[src/rtl/spi_sck_pkg.sv]
package spi_sck_pkg;
  localparam int unsigned PM_W_DEF    = 4;
  localparam int unsigned DIV_EXP_DEF = 4;
  localparam int unsigned SYNC_N_DEF  = 2;

  // half-period in system clocks
  function automatic int unsigned half_len(int unsigned pm, bit fact, bit div16,
                                           int unsigned div_exp);
    int unsigned h;
    h = (pm + 1) * (fact ? 1 : 2);
    if (div16) h = h << div_exp;
    return h;
  endfunction
endpackage

[src/rtl/spi_sck_sync.sv]
module spi_sck_sync #(
  parameter int unsigned STAGES = 2
) (
  input  logic clk_i,
  input  logic rst_ni,
  input  logic d_i,
  output logic q_o
);
  logic [STAGES-1:0] stg_q;

  generate
    for (genvar i = 0; i < STAGES; i++) begin : g_stage
      if (i == 0) begin : g_first
        always_ff @(posedge clk_i or negedge rst_ni) begin
          if (!rst_ni) stg_q[i] <= 1'b0;
          else         stg_q[i] <= d_i;
        end
      end else begin : g_next
        always_ff @(posedge clk_i or negedge rst_ni) begin
          if (!rst_ni) stg_q[i] <= 1'b0;
          else         stg_q[i] <= stg_q[i-1];
        end
      end
    end
  endgenerate

  assign q_o = stg_q[STAGES-1];
endmodule

[src/rtl/spi_sck_divider.sv]
module spi_sck_divider #(
  parameter int unsigned PM_W    = 4,
  parameter int unsigned DIV_EXP = 4,
  localparam int unsigned CNT_W  = PM_W + 2 + DIV_EXP
) (
  input  logic            clk_i,
  input  logic            rst_ni,
  input  logic            run_i,
  input  logic [PM_W-1:0] pm_i,
  input  logic            fact_i,
  input  logic            div16_i,
  input  logic            cpol_i,
  output logic            sck_o,
  output logic            tick_o
);
  logic [CNT_W-1:0] base, half_cfg, lim_q, cnt_q;
  logic             last;

  always_comb begin
    base     = CNT_W'(pm_i) + CNT_W'(1);
    half_cfg = fact_i ? base : (base << 1);
    if (div16_i) half_cfg = half_cfg << DIV_EXP;
  end

  assign last   = (cnt_q == lim_q - CNT_W'(1));
  assign tick_o = run_i & last;

  // length latched at each boundary; config changes apply to the next half
  always_ff @(posedge clk_i or negedge rst_ni) begin
    if (!rst_ni) begin
      cnt_q <= '0;
      lim_q <= CNT_W'(2);
      sck_o <= 1'b0;
    end else if (!run_i) begin
      cnt_q <= '0;
      lim_q <= half_cfg;
      sck_o <= cpol_i;
    end else if (last) begin
      cnt_q <= '0;
      lim_q <= half_cfg;
      sck_o <= ~sck_o;
    end else begin
      cnt_q <= cnt_q + CNT_W'(1);
    end
  end
endmodule

[src/rtl/spi_sck_filter.sv]
module spi_sck_filter #(
  parameter int unsigned PM_W = 4
) (
  input  logic            clk_i,
  input  logic            rst_ni,
  input  logic            run_i,
  input  logic            sck_sync_i,
  input  logic [PM_W-1:0] pm_i,
  input  logic            cpol_i,
  output logic            sck_filt_o
);
  logic [PM_W-1:0] cnt_q;
  logic            accept;

  assign accept = (pm_i == '0) || (cnt_q == pm_i - PM_W'(1));

  always_ff @(posedge clk_i or negedge rst_ni) begin
    if (!rst_ni) begin
      cnt_q      <= '0;
      sck_filt_o <= 1'b0;
    end else if (!run_i) begin
      cnt_q      <= '0;
      sck_filt_o <= cpol_i;
    end else if (sck_sync_i == sck_filt_o) begin
      cnt_q <= '0;
    end else if (accept) begin
      cnt_q      <= '0;
      sck_filt_o <= sck_sync_i;
    end else begin
      cnt_q <= cnt_q + PM_W'(1);
    end
  end
endmodule

[src/rtl/spi_sck_prescaler.sv]
module spi_sck_prescaler
  import spi_sck_pkg::*;
#(
  parameter int unsigned PM_W    = PM_W_DEF,
  parameter int unsigned DIV_EXP = DIV_EXP_DEF,
  parameter int unsigned SYNC_N  = SYNC_N_DEF
) (
  input  logic            clk_i,
  input  logic            rst_ni,
  input  logic            en_i,
  input  logic            master_i,
  input  logic [PM_W-1:0] pm_i,
  input  logic            fact_i,
  input  logic            div16_i,
  input  logic            cpol_i,
  input  logic            sck_i,
  output logic            sck_o,
  output logic            tick_o,
  output logic            sck_filt_o
);
  logic run_m, run_s, sck_sync;

  assign run_m = en_i & master_i;
  assign run_s = en_i & ~master_i;

  spi_sck_divider #(.PM_W(PM_W), .DIV_EXP(DIV_EXP)) u_div (
    .clk_i   (clk_i),
    .rst_ni  (rst_ni),
    .run_i   (run_m),
    .pm_i    (pm_i),
    .fact_i  (fact_i),
    .div16_i (div16_i),
    .cpol_i  (cpol_i),
    .sck_o   (sck_o),
    .tick_o  (tick_o)
  );

  spi_sck_sync #(.STAGES(SYNC_N)) u_sync (
    .clk_i  (clk_i),
    .rst_ni (rst_ni),
    .d_i    (sck_i),
    .q_o    (sck_sync)
  );

  spi_sck_filter #(.PM_W(PM_W)) u_filt (
    .clk_i      (clk_i),
    .rst_ni     (rst_ni),
    .run_i      (run_s),
    .sck_sync_i (sck_sync),
    .pm_i       (pm_i),
    .cpol_i     (cpol_i),
    .sck_filt_o (sck_filt_o)
  );
endmodule

[config.mk]
export PLATFORM = sky130hd
export DESIGN_NAME = spi_sck_prescaler
export DESIGN_NICKNAME = d
export VERILOG_FILES = /design/src/rtl/spi_sck_pkg.sv /design/src/rtl/spi_sck_sync.sv /design/src/rtl/spi_sck_divider.sv /design/src/rtl/spi_sck_filter.sv /design/src/rtl/spi_sck_prescaler.sv
export SDC_FILE = /design/constraint.sdc
export NUM_CORES = 1
export LEC_CHECK = 0
export ABC_CLOCK_PERIOD_IN_PS = 7800
export BUFFER_PORTS_ARGS = -buffer_cell sky130_fd_sc_hd__buf_2
export CORE_ASPECT_RATIO = 1.4
export CORE_MARGIN = 3
export CORE_UTILIZATION = 35
export CTS_BUF_LIST = sky130_fd_sc_hd__clkbuf_2
export DETAILED_ROUTE_END_ITERATION = 12
export GPL_TIMING_DRIVEN = 0
export PLACE_DENSITY = 0.61
export SYNTH_ARGS = -nofsm -noshare
export SYNTH_HDL_FRONTEND = slang
export SYNTH_SLANG_ARGS = --single-unit
[constraint.sdc]
create_clock -name clk_i -period 7.8 [get_ports clk_i]
set_input_delay 0.78 -clock clk_i [delete_from_list [all_inputs] [get_ports clk_i]]
set_output_delay 0.78 -clock clk_i [all_outputs]
set_load 0.02 [all_outputs]
# After elaboration in Yosys (flattened, before gate mapping)
# Cells that the tools add are included.
[classes]
add_sub_neg = 5
n_eq_ne = 6
n_mux = 14
bitwise_logic = 5
reduce_logical = 3
[ops]
columns = ["cell", "count"]
rows = [
  ["$mux W10", 6],
  ["$mux W4", 3],
  ["$add A10 B1 Y10 const B", 1],
  ["$eq A10 B10 Y1", 1],
  ["$sub A10 B1 Y10 const B", 1],
  ["$ne A2 B2 Y1 const B", 3],
  ["$add A4 B1 Y5 const B", 1],
  ["$mux W1", 5],
  ["$add A4 B1 Y4 const B", 1],
  ["$eq A4 B4 Y1", 1],
  ["$logic_not A4 Y1", 1],
  ["$sub A4 B1 Y4 const B", 1],
  ["$and A1 B1 Y1", 3],
  ["$not A1 Y1", 2],
  ["$reduce_and A2 Y1", 1],
  ["$eq A1 B1 Y1", 1],
  ["$logic_or A1 B1 Y1", 1],
]
[totals]
reg_bits = 28
in_bits = 12

# Logic depth before layout (Yosys ltp)
# Gate-level depths: netlist of run 1.
[depth]
ltp_word = 6
depth_mapped = 9
ltp_nobuf = 8

# Cells and area by module
# A second synthesis of run 1 with hierarchy kept.
[unflattened]
hier_cells = 192
area_unflattened_um2 = 1858.0
[modules_own_cells]
columns = ["mod", "n_inst", "cells_each", "area_per_inst_um2"]
rows = [
  ["spi_sck_divider", 1, 155, 1447.6],
  ["spi_sck_filter", 1, 33, 344.1],
  ["spi_sck_sync", 1, 2, 50.0],
  ["spi_sck_prescaler", 1, 2, 16.3],
]

# Worst setup path before layout of run 1
# No wires, ideal clock.
[synth_path]
kind = "reg-to-output"
start = "register u_div.lim_q[0]"
end = "output port tick_o"
arrival_ns = 2.372
required_ns = 7.020
slack_ns = 4.648
stages_incl_launch_ff = 9
path_buffers = 0
cell_sequence = "dfrtp_1 -> inv_1 -> ha_1 -> or4b_4 -> nor4_2 -> xnor2_1 -> nor4_4 -> nand2_1 -> nor2_1"
[synth_via]
elab_chain_len = 3
[synth_rtl]
columns = ["element", "line_no", "text"]
rows = [
  ["start: declaration", "spi_sck_divider.sv:16", "logic [CNT_W-1:0] base, half_cfg, lim_q, cnt_q;"],
  ["start signal: assignment", "spi_sck_divider.sv:36", "lim_q <= half_cfg;"],
  ["start signal: assignment", "spi_sck_divider.sv:40", "lim_q <= half_cfg;"],
  ["$sub A10 B1 Y10", "spi_sck_divider.sv:25", "assign last = (cnt_q == lim_q - CNT_W'(1));"],
  ["$eq A10 B10 Y1", "spi_sck_divider.sv:25", ""],
  ["$and A1 B1 Y1", "spi_sck_divider.sv:26", "assign tick_o = run_i & last;"],
  ["end: declaration", "spi_sck_prescaler.sv:18", "output logic tick_o,"],
]
# No other way between the ends.

# Worst setup path in the final report of run 1
# Same ends and word-level chain as after synthesis.

==> run metrics, run 1 <==
crit-path max cell delay=520 ps; clock transition at the registers of the reported paths=280 ps; XOR/XNOR share of the synthesized area=13.5%; sw frac=33.1%; Reg2Reg Setup Slack=approximately 4900 ps; Synth Area in Simple Gates=25.3%; cells along the critical path=inv_1 > ha_1 > or4b_4 > nor4_2 > xnor2_1 > nor4_4 > nand2_1 > nor2_1 > buf_2; vias in the first global route=roughly 1600; Combinational Power Share=28.1%; drt total wl=3920 um; startpoint types=flop; Least-Margin Pin Slew=647 ps; initial antenna violation count=0; die area=0.00650 sq mm; Root Driver=clkbuf_2; largest family of logic cells by synthesized area=simple AND/OR/NAND/NOR gates; quantity of hold-fixing buffers added after cts=0; CTS buffer count=3; drt pass-1 iters=4; Avg Cell Area, Syn=9.31 sq um; GPL Wtd Cong=0.861; # port buffers=12; Flop pwr share=between 50 and 60%; library cells used by synthesis=43; Seq/Total Area, Yosys=36.1%; Die Y=roughly 94 um; Int Pwr=0.199 mW; Worst Reg-to-Reg Cells=8; Ys Warns=0; Max VDD drop=roughly 0.065 mV; net count after synthesis=226; nets=between 200 and 250; aggregate global-route resource usage=12.9%; Std-Cell Rows=31; Setup crit end kind=output port; Arrival @ worst endpoint=3030 ps; Final Skew=between 20 and 30 ps; first-pass GRT wire length=6840 um; fillcell total=579; Post-Syn Instances=209; DIE WIDTH=69.0 um; Crit Reg-Reg Endpoint=u_div.lim_q[4]; Setup Fix Bufs, Post-CTS=0; vias per cell=5.16; switching pwr=0.0988 mW; unrepaired setup endpoints after global routing=no; Non-Filler Instances=291; Max clock buf depth=2; largest net degree at the start of global routing=29; WS Path Type=flop to output port; maxcap violations=0; Adder-Cell Fraction of Synth Area=approximately 3.2%; DRC=0; Clk Latency, worst-skew pair=380 ps; clock share of power=18.4%; relative slew slack=56.9%; fmax=0.262 GHz; final-report max-slew violation count=0; Placed Cells=approximately 290; cell area after synthesis=0.00195 sq mm; Area growth, synth to finish=8.30%; crit path time final=3810 ps; Final period util=48.9%; final hold violation count=0; Inserted Diodes=0; power per cell area=roughly 140 mW/mm^2; WL/cell=13.5 um; Crit path required time=7020 ps; layout cells sized above 1=13.8%; dpl hpwl=between 3000 and 4000 um; Final ANT Viol Nets=0; via count=around 1500; CP Max Fanout=8; Slowest-stage cell, CP=or4b_4; htree depth=1; Seq cells post-synth=28; CTS tree=done; Setup Total Neg Slack=0 ps; min-delay worst type=primary input to async pin; total core area=0.00528 sq mm; leak pwr=~0.95 nW; DRT iter0 DRCs=39; outcome=complete, no violations; CTS resizes=0; Initial Util=between 30 and 40%; Num Clock Sinks=28; FF-to-FF Start=u_div.lim_q[0]; grt ovf=0; multiplexer share of the synthesized area=5.47%; Final setup viols=0; post-synthesis compound-gate area fraction=11.4%; I/O Pins=15
==> synth_stat cells, drive strengths merged <==
cell,n,area share (%)
o31ai,3,1.2
o41a,1,0.58
and2,9,2.9
nor4b,1,0.45
a211o,4,1.8
ha,5,3.2
a41oi,1,0.45
a21oi,7,2.4
nand2,10,1.9
xnor2,19,8.6
o41ai,1,0.45
mux2i,5,2.6
nand2b,3,0.96
buf,4,1.7
nand3,13,3.3
and3,6,1.9
dfstp,1,1.4
o211ai,4,1.5
or2,2,0.64
nor2b,5,1.6
or4b,1,0.71
nand3b,2,0.77
or4,1,0.58
mux2,5,2.9
a221o,1,0.51
nor2,22,4.2
a31oi,3,0.96
clkbuf,7,1.4
a22o,1,0.45
and4,3,1.4
xor2,11,5.0
inv,10,1.9
nor4,5,3.0
a21boi,3,1.2
dfrtp,27,35
nor3,2,0.51
nand4,1,0.32
==> sequential cells by signal (all words and copies together) (netlist names) <==
| name | cells |
|---|---|
| u_sync.stg_q | 1 |
| u_div.lim_q | 10 |
| u_div.cnt_q | 10 |
| u_filt.cnt_q | 4 |
| u_div.sck_o | 1 |
| u_sync.q_o | 1 |
| u_filt.sck_filt_o | 1 |
==> kinds of logic after synthesis <==
family	count (synthesis)
buf+inv	21
xor+xnor	30
mux	10
compound gates	29
flops	28
simple gates	86
fa+ha+maj	5
==> metal layers <==
metal	global-route usage [%]	up-vias	wire length (um)
li1	-	761	-
met1	14.0	721	1630
met2	25.0	15	2160
met3	1.61	4	78
met4	5.21	0	55
met5	0	-	0
==> final cells by class <==
cell class / count / area [sq um] / share of cell area, %
repair buffers: 12 / 60.1 / 2.85
flip-flops and latches: 28 / 702 / 33.3
well taps: 66 / 82.6 / 3.92
plain buffers: 11 / 60.1 / 2.85
multi-input cells: 160 / 1150 / 54.4
clock buffers: 3 / 15.0 / 0.713
clock inverters: 1 / 3.75 / 0.178
inverters: 10 / 37.5 / 1.78
==> cell usage in the layout (no fill, tap or decap), types with 9 or more instances in the layout <==
cell type and n:
dfrtp_1 27, xnor2_1 19, and2_1 9, buf_2 14, xor2_1 11, inv_1 10, nand3_1 13, nor2_1 22
nand2_1 10
==> worst max-delay path: cells and delay by family, from the launching register on <==
family	cells	cell delay (ps)
buffers and inverters	2	260
XOR/XNOR	1	130
adder cells (fa/ha/maj)	1	320
flip-flops	1	480
AND/OR/NAND/NOR	5	1490
==> per-stage QoR <==
step           cell area (sq um)  utilization, %  hold WS, ps  setup WS [ps]  total power [mW]
2_1_floorplan               1950               -          331           4650             0.225
3_3_place_gp                2090            39.6          344           4370             0.245
3_5_place_dp                2090            39.6          337           4380             0.246
4_1_cts                     2110            39.9          367           3940             0.303
5_1_grt                     2110            39.9          374           3710             0.318
6_report                    2110            39.9          365           3990             0.298
==> worst max-delay path by stage <==
stage	cells past startpoint	slack [ps]	start	to
after floorplan	8	4650	u_div.lim_q[0]	tick_o
after global placement	9	4370	u_div.lim_q[0]	tick_o
after detailed placement	9	4380	u_div.lim_q[0]	tick_o
after CTS	9	3940	u_div.lim_q[0]	tick_o
after global routing	9	3710	u_div.lim_q[0]	tick_o
final	9	3990	u_div.lim_q[0]	tick_o
==> power groups by stage <==
stage	Clock (mW)	Sequential (mW)	Combinational [mW]
after floorplan	0	0.162	0.0628
after CTS	0.0582	0.160	0.0846
after detailed placement	0	0.162	0.0842
after global placement	0	0.162	0.0830
final	0.0549	0.160	0.0838
after global routing	0.0625	0.161	0.0942
Note: power is estimated with default switching activity, not from simulation.
==> inputs of run 2 (changes only) <==
--- a/config.mk
+++ b/config.mk
@@ -5,7 +5,8 @@
 export SDC_FILE = /design/constraint.sdc
 export NUM_CORES = 1
 export LEC_CHECK = 0
-export ABC_CLOCK_PERIOD_IN_PS = 7800
+export ABC_AREA = 1
+export ABC_CLOCK_PERIOD_IN_PS = 3100
 export BUFFER_PORTS_ARGS = -buffer_cell sky130_fd_sc_hd__buf_2
 export CORE_ASPECT_RATIO = 1.4
 export CORE_MARGIN = 3
@@ -13,7 +14,7 @@
 export CTS_BUF_LIST = sky130_fd_sc_hd__clkbuf_2
 export DETAILED_ROUTE_END_ITERATION = 12
 export GPL_TIMING_DRIVEN = 0
-export PLACE_DENSITY = 0.61
+export PLACE_DENSITY = 0.63
 export SYNTH_ARGS = -nofsm -noshare
 export SYNTH_HDL_FRONTEND = slang
 export SYNTH_SLANG_ARGS = --single-unit
==> constraint.sdc (replaced) <==
create_clock -name clk_i -period 3.1 [get_ports clk_i]
set_input_delay 0.31 -clock clk_i [delete_from_list [all_inputs] [get_ports clk_i]]
set_output_delay 0.31 -clock clk_i [all_outputs]
set_load 0.02 [all_outputs]
==> run 2 against run 1 <==
Clock power grew to 3.9 times the previous value. Largest power group unchanged. Sequential power grew to 2.6 times the previous value. Hold slack lost 140 ps. Worst setup slack lost 3700 ps. Core utilization grew 2.1 points. Critical path depth grew 2. Combinational power grew 130%. Cell count grew 15%. Die area shrank 4.7%. Register-to-register slack lost 3900 ps. First-iteration DRC count grew 23%.
==> run metrics, run 2 <==
outcome=complete, no violations; I/O Pins=15 (unchanged); Crit Reg-Reg Endpoint=u_div.lim_q[0]; DIE WIDTH=67.4 um (-2.4%); Post-Syn Instances=249 (+19%); largest family of logic cells by synthesized area=simple AND/OR/NAND/NOR gates; htree depth=1 (unchanged); FFs w/ async S/R, synth=100% (unchanged); aggregate global-route resource usage=13.4% (+0.44 points); list of most frequent post-synthesis cells=nand2_1, nand3_1, nor2_1, dfrtp_1, inv_1; Hold Path Depth=4; Worst Reg-to-Reg Cells=11 (+3); FF-to-FF Start=u_div.lim_q[1]; Arrival @ worst endpoint=2550 ps (-480 ps); leak pwr=1.04 nW (+10%); Num Clock Sinks=28 (unchanged); Area growth, synth to finish=12.7%; power per cell area=394 mW/mm^2 (+180%); Synth top area share=36.6% (+1.9 points); largest cells by area after synthesis=dfrtp_1, nand2_1, nand3_1; Non-Filler Instances=335 (+15%); met1 wire length=1530 um (-6.1%); Root Driver=clkbuf_2; multiplexer share of the synthesized area=1.15% (-4.3 points); maxcap violations=0 (unchanged); Max clock buf depth=2 (unchanged); library cells used by synthesis=27 (-37%); final hold violation count=0 (unchanged); Final setup viols=0 (unchanged); unrepaired setup endpoints after global routing=no; total core area=0.00495 sq mm (-6.1%); clock transition at the registers of the reported paths=260 ps (-20 ps); Slowest-stage cell, CP=dfstp_2; grt ovf=0 (unchanged); Seq/Total Area, Yosys=38.0% (+1.9 points); Final period util=92.2%; Adder-Cell Fraction of Synth Area=3.39% (+0.17 points); Post-synth EDFFs=0 (unchanged); WHS Endpoint=u_div.lim_q[9]; Final Skew=17.0 ps (-9.63 ps); net count after synthesis=266 (+18%); GPL Wtd Cong=0.824 (-4.3%); first-pass GRT wire length=6580 um (-3.9%); dominant cell type by area after synthesis=dfrtp_1; min-delay worst type=primary input to flop; top_reg_cell synth=dfrtp_1; Setup crit end kind=output port; # port buffers=14 (+2); Std-Cell Rows=30 (-3.2%); cells along the critical path=inv_1 > ha_2 > xor2_1 > nand2_1 > nor2_1 > nand3_1 > nor3_4 > nand2_4 > buf_2 > nor2_1 > buf_2; via count=1562 (+4.1%); crit-path max cell delay=630 ps (+110 ps); DRC=0 (unchanged); crit path time final=2860 ps; XOR/XNOR share of the synthesized area=9.49% (-4.0 points); WS Path Type=flop to output port; largest net degree at the start of global routing=29 (unchanged); final-report max-slew violation count=0 (unchanged); vias per cell=4.66 (-9.6%); startpoint types=flop; Synth Area in Simple Gates=39.6% (+14 points); cell area after synthesis=0.00185 sq mm (-5.1%); Ys Warns=0 (unchanged); most common cell in the synthesized netlist=nand2_1; hold path start=fact_i; CP Max Fanout=10 (+2); Seq cells post-synth=28 (unchanged); metal2 WL=1900 um (-12%); Setup Total Neg Slack=0 ps (unchanged); layout cells sized above 1=13.7% (-0.12 points); Inserted Diodes=0 (unchanged); Clk Latency, worst-skew pair=360 ps (-20 ps); CTS tree=done; vias in the first global route=1600 (+2.2%); relative slew slack=58.2% (+1.3 points); Max VDD drop=0.220 mV (+240%); Placed Cells=327 (+14%); initial antenna violation count=0 (unchanged); dpl hpwl=2920 um (-3.9%); most common cell after layout, fill and taps aside=nand2_1; CTS buffer count=3 (unchanged); Least-Margin Pin Slew=627 ps (-19.3 ps); drt total wl=3540 um (-9.7%); Reg2Reg Setup Slack=950 ps (-3900 ps); die area=0.00620 sq mm (-4.7%); DR WL met3=60 um (-23%); Crit path required time=2790 ps (-4230 ps); Top Metal Used=met4; most frequent cells in the layout=nand2_1, nand3_1, nor2_1; post-synthesis compound-gate area fraction=2.44% (-9.0 points); Avg Cell Area, Syn=7.42 sq um (-20%); Final ANT Viol Nets=0 (unchanged); WL/cell=10.6 um (-22%); Die Y=91.9 um (-2.4%); drt pass-1 iters=4 (unchanged); nets=289 (+19%); Initial Util=37.3% (+0.39 points); DRT iter0 DRCs=48 (+23%); CP startpoint=u_div.lim_q[1]; fmax=0.350 GHz; top flop regs=u_div.cnt_q x10, u_div.lim_q x10, u_filt.cnt_q x4
==> run 2: changes by cell type after synthesis, sizes merged, moves of 9 or more <==
cell	delta
nand2	+68
nand3	+19
inv	+13
xnor2	-13
nor2	+12
and2	-9
o21ai	+9
==> run 2: worst max path at each step <==
stage                   to  slack [ps]
global placement    tick_o         540
floorplan           tick_o         780
global route        tick_o          30
detailed placement  tick_o         520
finish              tick_o         240
CTS                 tick_o          80
==> run 2: final cells by class <==
class	count	area, sq um
Buffer	3	23.8
Fill cell	540	2870
Sequential cell	28	703
Timing Repair Buffer	18	105
Multi-Input combinational cell	195	1040
Clock buffer	3	15.0
Inverter	23	86.3
Clock inverter	1	30.0
Tap cell	64	80.1
==> run 2: logic make-up (layout without fill, tap and decap cells) <==
| group | count (synthesis) | in the layout |
|---|---|---|
| AND/OR/NAND/NOR | 159 | 159 |
| XOR/XNOR | 20 | 20 |
| buffers and inverters | 26 | 48 |
| multiplexers | 2 | 2 |
| flip-flops | 28 | 28 |
| adder cells (fa/ha/maj) | 5 | 5 |
| AO/OA/AOI/OAI | 9 | 9 |
==> run 2: through the flow <==
stage | total power [mW] | instance area, sq um | hold WS [ps] | utilization (%) | setup slack [ps]
floorplan | 0.555 | 1850 | 14.4 | - | 781
global placement | 0.605 | 2000 | 337 | 40.3 | 536
detailed placement | 0.609 | 2000 | 340 | 40.3 | 522
CTS | 0.826 | 2050 | 5.96 | 41.4 | 76.4
global route | 0.876 | 2080 | 233 | 42.0 | 30.1
finish | 0.820 | 2080 | 221 | 42.0 | 241
==> run 2: metal layers <==
| metal | vias to the layer above | global-route usage [%] |
|---|---|---|
| li1 | 837 | - |
| met1 | 702 | 14.6 |
| met2 | 17 | 25.3 |
| met3 | 6 | 1.47 |
| met4 | 0 | 4.91 |
| met5 | - | 0 |
==> run 2: worst max-delay path, delay by kind of cell (launching register included) <==
kind | cells | cell delay (ps)
buf+inv | 3 | 420
xor+xnor | 1 | 130
fa+ha+maj | 1 | 310
simple gates | 6 | 720
flops | 1 | 630
==> run 2: report_power, final <==
group | switching, mW | total [mW] | internal [mW]
registers | 0.0237 | 0.409 | 0.386
clock network | 0.105 | 0.216 | 0.111
logic | 0.121 | 0.195 | 0.0744
total | 0.249 | 0.820 | 0.571
==> run 2: what timing repair did <==
action | CTS | global route
buffers inserted | 0 | 2
resized for setup | 0 | 3
endpoints found under the setup margin | 0 | 1
hold buffers | 1 | 1
hold endpoints to repair | 27 | 1
==> inputs of run 3 (changes only) <==
--- a/config.mk
+++ b/config.mk
@@ -7,14 +7,14 @@
 export LEC_CHECK = 0
 export ABC_AREA = 1
 export ABC_CLOCK_PERIOD_IN_PS = 3100
-export BUFFER_PORTS_ARGS = -buffer_cell sky130_fd_sc_hd__buf_2
 export CORE_ASPECT_RATIO = 1.4
 export CORE_MARGIN = 3
 export CORE_UTILIZATION = 35
 export CTS_BUF_LIST = sky130_fd_sc_hd__clkbuf_2
 export DETAILED_ROUTE_END_ITERATION = 12
+export DONT_BUFFER_PORTS = 1
 export GPL_TIMING_DRIVEN = 0
-export PLACE_DENSITY = 0.63
+export PLACE_DENSITY = 0.61
 export SYNTH_ARGS = -nofsm -noshare
 export SYNTH_HDL_FRONTEND = slang
 export SYNTH_SLANG_ARGS = --single-unit
==> run 3 against run 2 <==
Critical path depth rose by 1. Critical path type unchanged. Critical endpoint unchanged. Clock skew rose by 17 ps. Hold slack got worse by 180 ps. Count of clock-buffer cells in the layout did not move. Highest routed layer unchanged. Combinational power fell by 8%. Maximum frequency rose by 2.3%. First-iteration DRC count fell by 6.3%. Worst setup slack improved by 65 ps. Wire length rose by 7.2%. Via count barely moved.
==> run metrics, run 3 (synthesis gave the netlist of run 2 again) <==
Final Total Pwr=0.814 mW (-0.69%); via count=1561 (-0.064%); outcome=complete, no violations; WS Path Type=flop to output port; # port buffers=0 (-14); initial antenna violation count=0 (unchanged); final-report max-slew violation count=0 (unchanged); Flop pwr share=51.0% (+1.1 points); FF-to-FF Start=u_div.lim_q[0]; most frequent cells in the layout=nand2_1, nand3_1, nor2_1; total core area=0.00495 sq mm (unchanged); drt total wl=3800 um (+7.2%); CTS tree=done; Final ANT Viol Nets=0 (unchanged); Final period util=90.1% (-2.1 points); sw frac=30.5% (+0.15 points); layout cells sized above 1=8.95% (-4.7 points); Initial Util=37.3% (unchanged); WL/cell=11.8 um (+12%); I/O Pins=15 (unchanged); Final setup viols=0 (unchanged); Clk Latency, worst-skew pair=380 ps (+20 ps); largest net degree at the start of global routing=29 (unchanged); Place WS=447 ps (-74.9 ps); Worst Reg-to-Reg Cells=13 (+2); switching pwr=0.248 mW (-0.20%); Std-Cell Rows=30 (unchanged); aggregate global-route resource usage=13.5% (+0.19 points); crit path time final=2790 ps (-65.1 ps); Setup Total Neg Slack=0 ps (unchanged); Reg2Reg Setup Slack=920 ps (-30 ps); Hold Path Depth=3 (-1); final hold violation count=0 (unchanged); Crit path required time=2790 ps (about the same); Setup crit end kind=output port; hold path start=div16_i; cells along the critical path=inv_1 > ha_2 > inv_1 > nor2_2 > nand2_1 > nor2_1 > xor2_1 > nand2_1 > nor2_2 > nand2_4 > buf_2 > nor2_4; Area growth, synth to finish=9.96%; clock share of power=26.9% (+0.6 points); Combinational Power Share=22.1% (-1.7 points); top flop regs=u_div.cnt_q x10, u_div.lim_q x10, u_filt.cnt_q x4; fmax=0.358 GHz (+2.3%); dpl hpwl=3070 um (+5.2%); Placed Instance Area=0.00193 sq mm (-3.5%); DIE WIDTH=67.4 um (unchanged); Crit path max-delay family=simple AND/OR/NAND/NOR gates; Final Skew=34.0 ps (+16.9 ps); CP Max Fanout=10 (unchanged); min-delay worst type=primary input to flop; Arrival @ worst endpoint=2480 ps (-70 ps); fillcell total=543 (+0.56%); power per cell area=401 mW/mm^2 (+1.8%); Slowest-stage cell, CP=dfrtp_2; die area=0.00620 sq mm (unchanged); unrepaired setup endpoints after global routing=no; Num Clock Sinks=28 (unchanged); drt pass-1 iters=4 (unchanged); DRT iter0 DRCs=45 (-6.3%); Max VDD drop=0.235 mV (+7.2%); first-pass GRT wire length=6620 um (+0.64%); htree depth=1 (unchanged); GPL Wtd Cong=0.805 (-2.3%); Die Y=91.9 um (unchanged); Crit Reg-Reg Endpoint=u_div.lim_q[3]; Max clock buf depth=2 (unchanged); DRC=0 (unchanged); Root Driver=clkbuf_2; Least-Margin Pin Slew=473 ps (-154 ps); CTS buffer count=3 (unchanged); crit-path max cell delay=480 ps (-150 ps); relative slew slack=68.1% (+10 points); CP startpoint=u_div.lim_q[0]; most common cell after layout, fill and taps aside=nand2_1; fin area=0.00203 sq mm (-2.4%); grt ovf=0 (unchanged); setup ws final=306 ps (+65.1 ps); vias in the first global route=1535 (-4.1%); maxcap violations=0 (unchanged); vias per cell=4.86 (+4.3%); Int Pwr=0.566 mW (-0.90%); Inserted Diodes=0 (unchanged); nets=275 (-4.8%); WHS Endpoint=u_div.lim_q[1]; startpoint types=flop; CP bufs+invs=3 (unchanged); clock transition at the registers of the reported paths=230 ps (-30 ps); leak pwr=0.991 nW (-5.1%)
==> run 3: worst max-delay path by stage <==
stage          endpoint  slack (ps)  cells past startpoint
3_5_place_dp     tick_o         450                     12
5_1_grt          tick_o          30                     13
3_3_place_gp     tick_o         490                     12
6_report         tick_o         310                     12
2_1_floorplan    tick_o         780                     12
4_1_cts          tick_o           9                     12
==> run 3: worst min-delay path, delay by kind of cell <==
family,cells,cell delay [ps]
simple gates,3,110
==> run 3: metrics by stage <==
| step | hold slack [ps] | instances | utilization [%] |
|---|---|---|---|
| finish | 43.1 | 321 | 41.0 |
| global route | 9.61 | 321 | 41.0 |
| CTS | 34.4 | 320 | 40.6 |
| detailed placement | 15.1 | 313 | 38.9 |
| global placement | 15.2 | 313 | 38.9 |
| floorplan | 14.4 | 249 | - |
==> run 3: final cells by class <==
type	instances	area [sq um]	area share, %
multi-input combinational	195	1040	51.4
sequential	28	703	34.6
inverter	23	86.3	4.25
tap	64	80.1	3.94
timing repair buffer	4	47.5	2.34
clock inverter	1	30.0	1.48
buffer	3	23.8	1.17
clock buffer	3	15.0	0.739
==> run 3: timing repair <==
action / CTS / global route
hold endpoints to repair: 29 / 0
setup endpoints to repair: 0 / 1
hold buffers: 3 / 0
setup buffers: 0 / 1
resized for setup: 0 / 4
==> run 3: metal layers <==
metal,GRT usage [%],wire length (um)
met1,15.2,1560
met5,0,0
met2,25.6,2060
met3,1.84,112
met4,3.55,59
==> run 3: power groups by stage <==
stage / registers [mW] / clock network, mW / logic [mW]
CTS: 0.416 / 0.222 / 0.179
global placement: 0.422 / 0 / 0.163
detailed placement: 0.422 / 0 / 0.166
floorplan: 0.415 / 0 / 0.141
finish: 0.415 / 0.219 / 0.180
global route: 0.420 / 0.240 / 0.208
